`config.mk`:
```
export PLATFORM = sky130hd
export DESIGN_NAME = stub_serial_tap
export DESIGN_NICKNAME = d
export VERILOG_FILES = /design/src/rtl/stub_tap_pkg.sv /design/src/rtl/stub_tap_ctrl.sv /design/src/rtl/stub_tap_data_sr.sv /design/src/rtl/stub_tap_shadow_sr.sv /design/src/rtl/stub_tap_satcnt.sv /design/src/rtl/stub_serial_tap.sv
export SDC_FILE = /design/constraint.sdc
export NUM_CORES = 1
export LEC_CHECK = 0
export ABC_AREA = 1
export BUFFER_PORTS_ARGS = -buffer_cell sky130_fd_sc_hd__buf_2
export CORE_MARGIN = 5
export CORE_UTILIZATION = 30
export CTS_CLUSTER_DIAMETER = 50
export DETAILED_ROUTE_END_ITERATION = 16
export GPL_ROUTABILITY_DRIVEN = 0
export PLACE_DENSITY_LB_ADDON = 0.25
export REMOVE_ABC_BUFFERS = 1
export SLEW_MARGIN = 20
export SYNTH_ARGS = -nofsm -noshare
export SYNTH_HDL_FRONTEND = slang
export SYNTH_HIERARCHICAL = 1
export SYNTH_SLANG_ARGS = --single-unit
```
`constraint.sdc`:
```
create_clock -name clk -period 3.5 [get_ports clk]
set_input_delay 1.05 -clock clk [delete_from_list [all_inputs] [get_ports clk]]
set_output_delay 1.05 -clock clk [all_outputs]
set_load 0.02 [all_outputs]
```
`src/rtl/stub_tap_pkg.sv`:
```
package stub_tap_pkg;
  typedef enum logic [1:0] {
    TAP_HOLD  = 2'd0,
    TAP_LOAD  = 2'd1,
    TAP_SHIFT = 2'd2
  } tap_op_e;
endpackage

```
`src/rtl/stub_tap_ctrl.sv`:
```
module stub_tap_ctrl
  import stub_tap_pkg::*;
#(
  parameter int W = 127
) (
  input  logic         en,
  input  logic         stub_any,
  input  logic [W-1:0] shadow_q,
  output tap_op_e      op,
  output logic         drop
);
  // Bits still pending after the one presented now.
  logic more_after_head;
  logic any_pending;

  assign more_after_head = |shadow_q[W-1:1];
  assign any_pending     = |shadow_q;

  always_comb begin
    op   = TAP_HOLD;
    drop = 1'b0;
    if (en) begin
      if (stub_any && !more_after_head) begin
        op = TAP_LOAD;
      end else begin
        drop = stub_any;
        if (any_pending) op = TAP_SHIFT;
      end
    end
  end
endmodule

```
`src/rtl/stub_tap_data_sr.sv`:
```
module stub_tap_data_sr
  import stub_tap_pkg::*;
#(
  parameter int W = 127
) (
  input  logic         clk,
  input  logic         rst,
  input  tap_op_e      op,
  input  logic [W-1:0] load_val,
  output logic         head
);
  logic [W-1:0] q;

  always_ff @(posedge clk) begin
    if (rst) begin
      q <= '0;
    end else begin
      case (op)
        TAP_LOAD:  q <= load_val;
        TAP_SHIFT: q <= {1'b0, q[W-1:1]};
        default:   q <= q;
      endcase
    end
  end

  assign head = q[0];
endmodule

```
`src/rtl/stub_tap_shadow_sr.sv`:
```
module stub_tap_shadow_sr
  import stub_tap_pkg::*;
#(
  parameter int W = 127
) (
  input  logic         clk,
  input  logic         rst,
  input  tap_op_e      op,
  output logic [W-1:0] q
);
  always_ff @(posedge clk) begin
    if (rst) begin
      q <= '0;
    end else begin
      case (op)
        TAP_LOAD:  q <= '1;
        TAP_SHIFT: q <= {1'b0, q[W-1:1]};
        default:   q <= q;
      endcase
    end
  end
endmodule

```
`src/rtl/stub_tap_satcnt.sv`:
```
module stub_tap_satcnt #(
  parameter int CW = 8
) (
  input  logic          clk,
  input  logic          rst,
  input  logic          inc,
  output logic [CW-1:0] cnt
);
  localparam logic [CW-1:0] TOP = '1;

  always_ff @(posedge clk) begin
    if (rst)                    cnt <= '0;
    else if (inc && cnt != TOP) cnt <= cnt + 1'b1;
  end
endmodule

```
`src/rtl/stub_serial_tap.sv`:
```
module stub_serial_tap
  import stub_tap_pkg::*;
#(
  parameter int STUB_W = 127,
  parameter int CNT_W  = 8
) (
  input  logic              clk,
  input  logic              rst,
  input  logic              en,
  input  logic [STUB_W-1:0] stub_vec,
  input  logic              stub_any,
  output logic              ser_data,
  output logic              ser_valid,
  output logic [CNT_W-1:0]  ovf_count
);
  tap_op_e           op;
  logic              drop;
  logic              data_head;
  logic [STUB_W-1:0] shadow_q;

  stub_tap_ctrl #(.W(STUB_W)) u_ctrl (
    .en       (en),
    .stub_any (stub_any),
    .shadow_q (shadow_q),
    .op       (op),
    .drop     (drop)
  );

  stub_tap_data_sr #(.W(STUB_W)) u_data (
    .clk      (clk),
    .rst      (rst),
    .op       (op),
    .load_val (stub_vec),
    .head     (data_head)
  );

  stub_tap_shadow_sr #(.W(STUB_W)) u_shadow (
    .clk (clk),
    .rst (rst),
    .op  (op),
    .q   (shadow_q)
  );

  stub_tap_satcnt #(.CW(CNT_W)) u_ovf (
    .clk (clk),
    .rst (rst),
    .inc (drop),
    .cnt (ovf_count)
  );

  assign ser_valid = en & shadow_q[0];
  assign ser_data  = ser_valid & data_head;
endmodule

```
* Yosys cells after proc, flatten, opt, wreduce, memory -nomap -nowiden *
Cells that the tools add are included.

word-level totals
  register bits after elaboration = 262
  input bits = 131
  output and inout bits = 10
  word-level logic and storage cells = 22

operators by class
  add/subtract/negate cells = 1
  equal/unequal tests = 3
  mux-type cells = 7
  bitwise logic cells = 2
  reduce and logical (&&, ||, !) cells = 6

operators by type and width
  operator                                                         count
  127-bit one-hot mux with 2 select lines                          2
  127-bit OR reduction                                             1
  126-bit OR reduction                                             1
  8-bit by 1-bit adder with 8-bit output, second input constant    1
  8-bit != test, second input constant                             1
  2-bit two-way mux                                                3
  1-bit AND                                                        2
  2-bit by 1-bit == test with 1-bit output, second input constant  1
  2-bit == test, second input constant                             1
  1-bit logical AND                                                2
  1-bit two-way mux                                                2
  2-bit nonzero test                                               1
  1-bit logical NOT                                                1

* Depth between registers and ports, before layout *
Gate-level depths: netlist of the first run.

  depth after elaboration = 7
  gate-level depth with buffers = 18
  depth with buffers taken out = 15

* Modules after synthesis *
The synthesis of the first run kept the hierarchy.

modules (own cells, without submodules)
  module              instances  cells an instance  area each (um^2)  sequential area each (um^2)
  stub_tap_data_sr    1          1085               6482.5            2542.4
  stub_tap_shadow_sr  1          805                5180.0            2542.4
  stub_tap_ctrl       1          144                559.3             0.0
  stub_tap_satcnt     1          77                 484.2             160.2
  stub_serial_tap     1          4                  17.5              0.0

* Least setup slack after synthesis of the first run *
No wires, ideal clock.

  path kind = input-to-output
  start point = input en
  end point = output ser_data
  arrival time = 1.306 ns
  required time = 2.450 ns
  slack = 1.144 ns
  cell stages on the path = 2
  buffers on the path = 0
  path through = nand2_1 -> nor2_2

on the way
  cells in the longest elaborated chain, start to end = 2

ends and longest elaborated chain
  item         line                   RTL
  from (decl)  stub_serial_tap.sv:9   input logic en,
  1-bit AND    stub_serial_tap.sv:51  assign ser_valid = en & shadow_q[0];
  1-bit AND    stub_serial_tap.sv:52  assign ser_data = ser_valid & data_head;
  to (decl)    stub_serial_tap.sv:12  output logic ser_data,

Every way passes these cells.

* Worst setup path in the final report of the first run *
  start point = register u_shadow.q[119]
  end point = register u_shadow.q[101]

on the way
  cells in the longest elaborated chain, start to end = 7
  elaborated cells on any way between the ends = 11
  classes of those cells = eq/ne (2); mux (4); reduce/logical (5)

ends and longest elaborated chain
  item                                                                                  line                      RTL
  from (decl)                                                                           stub_tap_shadow_sr.sv:9   output logic [W-1:0] q
  from (signal assigned)                                                                stub_tap_shadow_sr.sv:17  TAP_SHIFT: q <= {1'b0, q[W-1:1]};
  from (signal assigned)                                                                stub_tap_shadow_sr.sv:18  default: q <= q;
  126-bit OR reduction *                                                                stub_tap_ctrl.sv:16       assign more_after_head = |shadow_q[W-1:1];
  1-bit logical NOT *                                                                   stub_tap_ctrl.sv:23       if (stub_any && !more_after_head) begin
  1-bit logical AND *                                                                   stub_tap_ctrl.sv:23
  2-bit two-way mux *                                                                   stub_tap_ctrl.sv:23
  2-bit two-way mux *                                                                   stub_tap_ctrl.sv:22       if (en) begin
  named net op[0]                                                                       stub_serial_tap.sv:16     tap_op_e op;
  2-bit == test / 2-bit by 1-bit == test with 1-bit output (equally long branches)      stub_tap_shadow_sr.sv:15  case (op)
  127-bit one-hot mux with 2 select lines / 2-bit nonzero test (equally long branches)  n/a

The timed path passes the listed nets; every way through them passes the cells marked *.
A chain may end at the register's enable or synchronous reset.

==> impl_metrics.tcl, run 1 <==
set metrics [dict create \
    final_hold_viol_count 0 \
    start_util_pct 30.33 \
    mostFrequentLayoutCell "nor2_1" \
    leakage_uw 0.007774 \
    core_area_sq_um 41950 \
    power_density_nw_per_um2 528.9 \
    avgRoutedWirePerCell_microns 10.42 \
    cp_data_arrival_time_ns 3.23 \
    rsz0062_at_grt "no" \
    hp-class "register to register" \
    cts_buffer_depth 3 \
    path_class "register to register" \
    cts_tree "yes" \
    final_layout_size_suffix_gt1_share_pct 10.90 \
    nFillCells 4537 \
    drv_slew 0 \
    synth_area_leader_cell "dfxtp_1" \
    synth_area_leaders "dfxtp_1 41%, nor2_1 22%, nand2_1 17%" \
    die_w_microns 215.9 \
    postCtsSetupBuffers 0 \
    overflow 0 \
    drtAntennaViolNets 0 \
    vias_per_cell 4.158 \
    ys_dominant_reg_cell "dfxtp_1" \
    nNetsFinal 2339 \
    synth.avg_cell_area_sq_um 6.016 \
    status "finished clean" \
    wl_mm 28.86 \
    place_hpwl_mm 18.45 \
    yosysWarnings 6 \
    grt_pass1_vias 10659 \
    worst_pin_slew_ns 0.7556 \
    multi_input_area_sq_um 5792 \
    root_buffer "clkbuf_16" \
    relSlewSlack_pct 49.63 \
    antenna-diode-count 0 \
    synth_edf_count 0 \
    routed-via-count 11514 \
    cts.sinks 262 \
    synth_cell_types 22 \
    rows 75 \
    setup_viol 0 \
    grt.total_usage_pct 11.99 \
    timing.fmax_ghz 0.3580 \
    vdd.ir_drop.worst_mv 0.2575 \
    synth_top_area_share_pct 41.22 \
    grt_first_pass_wirelength_mm 49.07 \
    worstPathRequired_ns 3.94 \
    clkTransAtPathRegs_ns 0.06 \
    yosysSeqAreaShare_pct 41.22 \
    period_minus_slack_ns 2.793 \
    setup_ws_ns 0.7070 \
    seq_area_sq_um 5245 \
    pin_count 141 \
    syn2layout_area_growth_pct 17.66 \
    end_kind "register" \
    drv_cap 0 \
    fp.dieH_microns 215.9 \
    numPortBuffers 140 \
    htree_levels 2 \
    cts_hold_buf 0 \
    ys_ff_latch 262 \
    grt_max_degree 127 \
    cp_max_fo 95 \
    cts_inserted_buffers 35 \
    drt_iter0_drc 575 \
    netlist_area_sq_um 12720 \
    drtPass1Iterations 5 \
    drcViolationCount 0 \
    endpoint "u_shadow/q[101]$_SDFFE_PP0P_" \
    synth-async-reset-ratio_pct 0 \
    cp-start-kind "register" \
    antenna_found_initial 0 \
    worstRegToRegCells 16 \
    synthCells 2115 \
    cp-startpoint "u_shadow/q[119]$_SDFFE_PP0P_" \
    fin_skew_ns 0.04038 \
    r2r_start "u_shadow/q[119]$_SDFFE_PP0P_" \
    clk_latency_ns 0.53 \
    period_share_pct 79.80 \
    timing.rr.end "u_shadow/q[101]$_SDFFE_PP0P_" \
    dp_slack_ns 0.6519 \
    final_util_pct 35.69 \
    final_cell_mix "732 x nor2_1, 573 x nand2_1, 270 x inv_1" \
    die_area_sq_um 46630 \
    finalPower_uw 7918 \
    ff2ff_setup_slack_ns 0.71 \
    holdWs_ns 0.4653 \
    cts_resized 0 \
]
worst max-delay path, stage by stage (launching register included):
cell and delay (ns):
dfxtp_1 0.33, nor2_1 0.11, nand2_1 0.06, nor2_1 0.12, nand2_1 0.08, nor2_2 0.18, nand2_1 0.11, nor2_2 0.13
nand2_1 0.06, nor2_1 0.13, inv_1 0.09, ha_4 0.29, inv_2 0.05, nand2_4 0.28, buf_12 0.38, nor2_1 0.10
nor2_1 0.09
stage by stage:
| step | setup TNS, ns | cells | cell area (sq um) |
|---|---|---|---|
| 6_report | 0 | 2769 | 14970 |
| 5_1_grt | 0 | 2769 | 14970 |
| 4_1_cts | 0 | 2769 | 14970 |
| 3_5_place_dp | 0 | 2707 | 13750 |
| 3_3_place_gp | 0 | 2707 | 13750 |
| 2_1_floorplan | -452.23 | 2005 | 12050 |
final cells by class:
cell class / count / share of cell area [%]
multi-input cells: 1467 / 38.69
clock inverters: 18 / 1.655
well taps: 539 / 4.505
clock buffers: 44 / 6.486
repair buffers: 163 / 6.669
inverters: 276 / 6.962
flip-flops and latches: 262 / 35.04
cells in the mapped netlist (2+ instances only):
| cell | instances |
|---|---|
| nor2_1 | 732 |
| nand2_1 | 573 |
| inv_1 | 270 |
| dfxtp_1 | 262 |
| o21ai_0 | 124 |
| buf_2 | 42 |
| clkbuf_1 | 24 |
| buf_6 | 19 |
| buf_4 | 15 |
| clkbuf_2 | 9 |
| nor2_2 | 8 |
| a21oi_1 | 7 |
| nand3_1 | 7 |
| inv_2 | 6 |
| o21ai_1 | 5 |
| ha_1 | 3 |
| nand2_2 | 2 |
| nand3_2 | 2 |
| nor3_1 | 2 |
registers in the layout (all words and copies together), names as in the netlist:
name / count
u_data/q: 127
u_ovf/cnt: 8
u_shadow/q: 127
worst min path at each step:
| stage | to | from | cells after the start |
|---|---|---|---|
| floorplan | u_shadow/q[0]$_SDFFE_PP0P_ | u_shadow/q[1]$_SDFFE_PP0P_ | 2 |
| global placement | u_ovf/cnt[6]$_SDFFE_PP0P_ | u_ovf/cnt[6]$_SDFFE_PP0P_ | 2 |
| detailed placement | u_shadow/q[59]$_SDFFE_PP0P_ | u_shadow/q[60]$_SDFFE_PP0P_ | 2 |
| CTS | u_shadow/q[114]$_SDFFE_PP0P_ | u_shadow/q[115]$_SDFFE_PP0P_ | 2 |
| global route | u_shadow/q[92]$_SDFFE_PP0P_ | u_shadow/q[93]$_SDFFE_PP0P_ | 2 |
| finish | u_shadow/q[114]$_SDFFE_PP0P_ | u_shadow/q[115]$_SDFFE_PP0P_ | 2 |
cells by family (layout without fill, tap and decap cells):
kind of cell / Yosys count / after routing / synth area share, %
AO/OA/AOI/OAI: 136 / 136 / 5.350
adder cells (fa/ha/maj): 3 / 3 / 0.2950
buffers and inverters: 386 / 501 / 13.45
flip-flops: 262 / 262 / 41.22
AND/OR/NAND/NOR: 1328 / 1328 / 39.68
report_power, final:
group / switching (uW) / internal [uW]
Sequential: 132 / 3210
Combinational: 526 / 346
Clock: 1360 / 2350
Total: 2020 / 5900
routing by layer:
layer  up-vias  global-route usage [%]  part of all wire [%]
li1       6341                       -                     -
met1      4986                   15.77                    48
met2       145                   20.26                    46
met3        42                   2.200                   3.9
met4         0                   3.371                   1.9
met5         -                       0                     0
Power figures use the tool's default switching activity.
==> inputs of run 2 (changes only) <==
==> constraint.sdc (replaced) <==
create_clock -name clk -period 2.3 [get_ports clk]
set_input_delay 0.69 -clock clk [delete_from_list [all_inputs] [get_ports clk]]
set_output_delay 0.69 -clock clk [all_outputs]
set_load 0.02 [all_outputs]
==> impl_metrics.tcl, run 2 (synthesis gave the netlist of run 1 again) <==
set metrics [dict create \
    start_util_pct 30.33 \
    syn2layout_area_growth_pct 31.27 \
    fin_skew_ns 0.02951 \
    clkTransAtPathRegs_ns 0.06 \
    setup_tns_ns -4.666 \
    setup_ws_ns -0.08426 \
    die_w_microns 215.9 \
    pin_count 141 \
    grt_pass1_vias 11357 \
    cp_max_fo 12 \
    min_to "u_data/q[126]$_SDFFE_PP0P_" \
    r2r_start "u_shadow/q[40]$_SDFFE_PP0P_" \
    drcViolationCount 0 \
    drv_cap 0 \
    numPortBuffers 140 \
    final_layout_size_suffix_gt1_share_pct 18.15 \
    grt_first_pass_wirelength_mm 51.85 \
    fp.dieH_microns 215.9 \
    dpl_cell_area_sq_um 14630 \
    end_kind "register" \
    largestRegisters "u_data/q x127, u_shadow/q x127, u_ovf/cnt x8" \
    setup_viol 130 \
    violations "negative setup slack" \
    leakage_uw 0.008653 \
    min_path_cells 3 \
    antenna_found_initial 0 \
    place_inst 2802 \
    timing.fmax_ghz 0.4194 \
    timing.rr.end "u_data/q[76]$_SDFFE_PP0P_" \
    overflow 0 \
    cp-start-kind "register" \
    die_area_sq_um 46630 \
    final_cell_mix "707 x nor2_1, 552 x nand2_1, 269 x inv_1" \
    cts_tree "yes" \
    vdd.ir_drop.worst_mv 0.4967 \
    routed-via-count 12203 \
    path_class "register to register" \
    dp_slack_ns -0.1441 \
    status "finished, violations left" \
    hp-start "stub_vec[126]" \
    nNetsFinal 2460 \
    vias_per_cell 4.227 \
    grt_max_degree 66 \
    final_util_pct 39.82 \
    fin_area_sq_um 16700 \
    core_area_sq_um 41950 \
    drtAntennaViolNets 0 \
    wl_mm 32.48 \
    final_hold_viol_count 0 \
    drtPass1Iterations 5 \
    rows 75 \
    drv_slew 0 \
    relSlewSlack_pct 75.98 \
    clk_latency_ns 0.52 \
    drt_iter0_drc 638 \
    place_hpwl_mm 20.08 \
    grt.total_usage_pct 12.69 \
    hp-class "input pin to register" \
    ff2ff_setup_slack_ns -0.08 \
    worstRegToRegCells 17 \
    period_share_pct 103.7 \
    mostFrequentLayoutCell "nor2_1" \
    cts_inserted_buffers 34 \
    worstPathRequired_ns 2.75 \
    worst_pin_slew_ns 0.3597 \
    cts_buffer_depth 3 \
    cts.sinks 262 \
    period_minus_slack_ns 2.384 \
    cp_data_arrival_time_ns 2.84 \
    avgRoutedWirePerCell_microns 11.25 \
    fin_cells 2887 \
    rsz0062_at_grt "yes" \
    htree_levels 2 \
    power_density_nw_per_um2 717.8 \
    root_buffer "clkbuf_16" \
    cts_hold_buf 0 \
]
==> run 2: cell types whose count changed in the layout (fill, tap and decap cells not counted), sizes merged <==
cell and change:
nand2 +1, inv +2, buf +101, clkbuf +20, clkinvlp -2, diode +1, clkinv -1, bufinv -4
==> run 2: routing by layer <==
layer,up-vias,track usage [%],share of wire [%]
met5,-,0,0
met4,0,3.371,1.6
met3,39,2.284,4.0
met2,155,21.39,46
met1,5394,16.81,49
li1,6615,-,-
==> run 2: power by group <==
| group | internal [uW] | leakage (uW) | switching, uW | total, uW |
|---|---|---|---|---|
| logic | 834 | 0.00595 | 968 | 1800 |
| clock network | 3100 | 0.000528 | 2010 | 5120 |
| registers | 4880 | 0.00218 | 190 | 5070 |
| total | 8820 | 0.00865 | 3170 | 12000 |
==> run 2: what timing repair did <==
item	CTS	global route
pin swaps	8	21
buffers inserted	0	3
endpoints found under the setup margin	245	254
cloned	2	22
gates resized for setup	40	158
==> run 2: worst max-delay path, stage by stage (launching register included) <==
cell and delay [ns]:
dfxtp_1 0.32, nor2_1 0.15, nand2_1 0.09, nor2_2 0.13, nand2_1 0.08, nor2_2 0.11, nand2_2 0.08, nor2_2 0.13
nand2_1 0.07, nor2_2 0.12, inv_2 0.06, ha_4 0.36, buf_12 0.18, clkinv_16 0.09, clkbuf_16 0.18, nand2_1 0.07
nor2_1 0.04, nor2_1 0.09
==> run 2: through the flow <==
stage               total power [uW]  hold slack (ns)
floorplan                       6113           0.4637
global placement                6704           0.4612
detailed placement              6736           0.4700
CTS                            11980           0.4030
global route                   12660           0.4165
finish                         11990           0.4259
==> run 2: area by class of cell <==
cell class,count,area [sq um]
Inverter,276,1071
Sequential cell,262,5249
Tap cell,539,674.4
Multi-Input combinational cell,1468,6066
Fill cell,4450,25240
Antenna cell,1,2.502
Timing Repair inverter,3,52.55
Clock inverter,10,100.1
Timing Repair Buffer,281,2506
Clock buffer,47,980.9
==> run 2: worst max-delay path by stage <==
stage | cells after the start | endpoint | from
after floorplan | 7 | u_data/q[126]$_SDFFE_PP0P_ | stub_any
after global placement | 16 | u_data/q[3]$_SDFFE_PP0P_ | u_shadow/q[92]$_SDFFE_PP0P_
after global routing | 16 | u_data/q[49]$_SDFFE_PP0P_ | u_shadow/q[117]$_SDFFE_PP0P_
final | 17 | u_data/q[76]$_SDFFE_PP0P_ | u_shadow/q[40]$_SDFFE_PP0P_
after CTS | 16 | u_shadow/q[4]$_SDFFE_PP0P_ | u_shadow/q[69]$_SDFFE_PP0P_
after detailed placement | 15 | u_data/q[77]$_SDFFE_PP0P_ | u_shadow/q[121]$_SDFFE_PP0P_
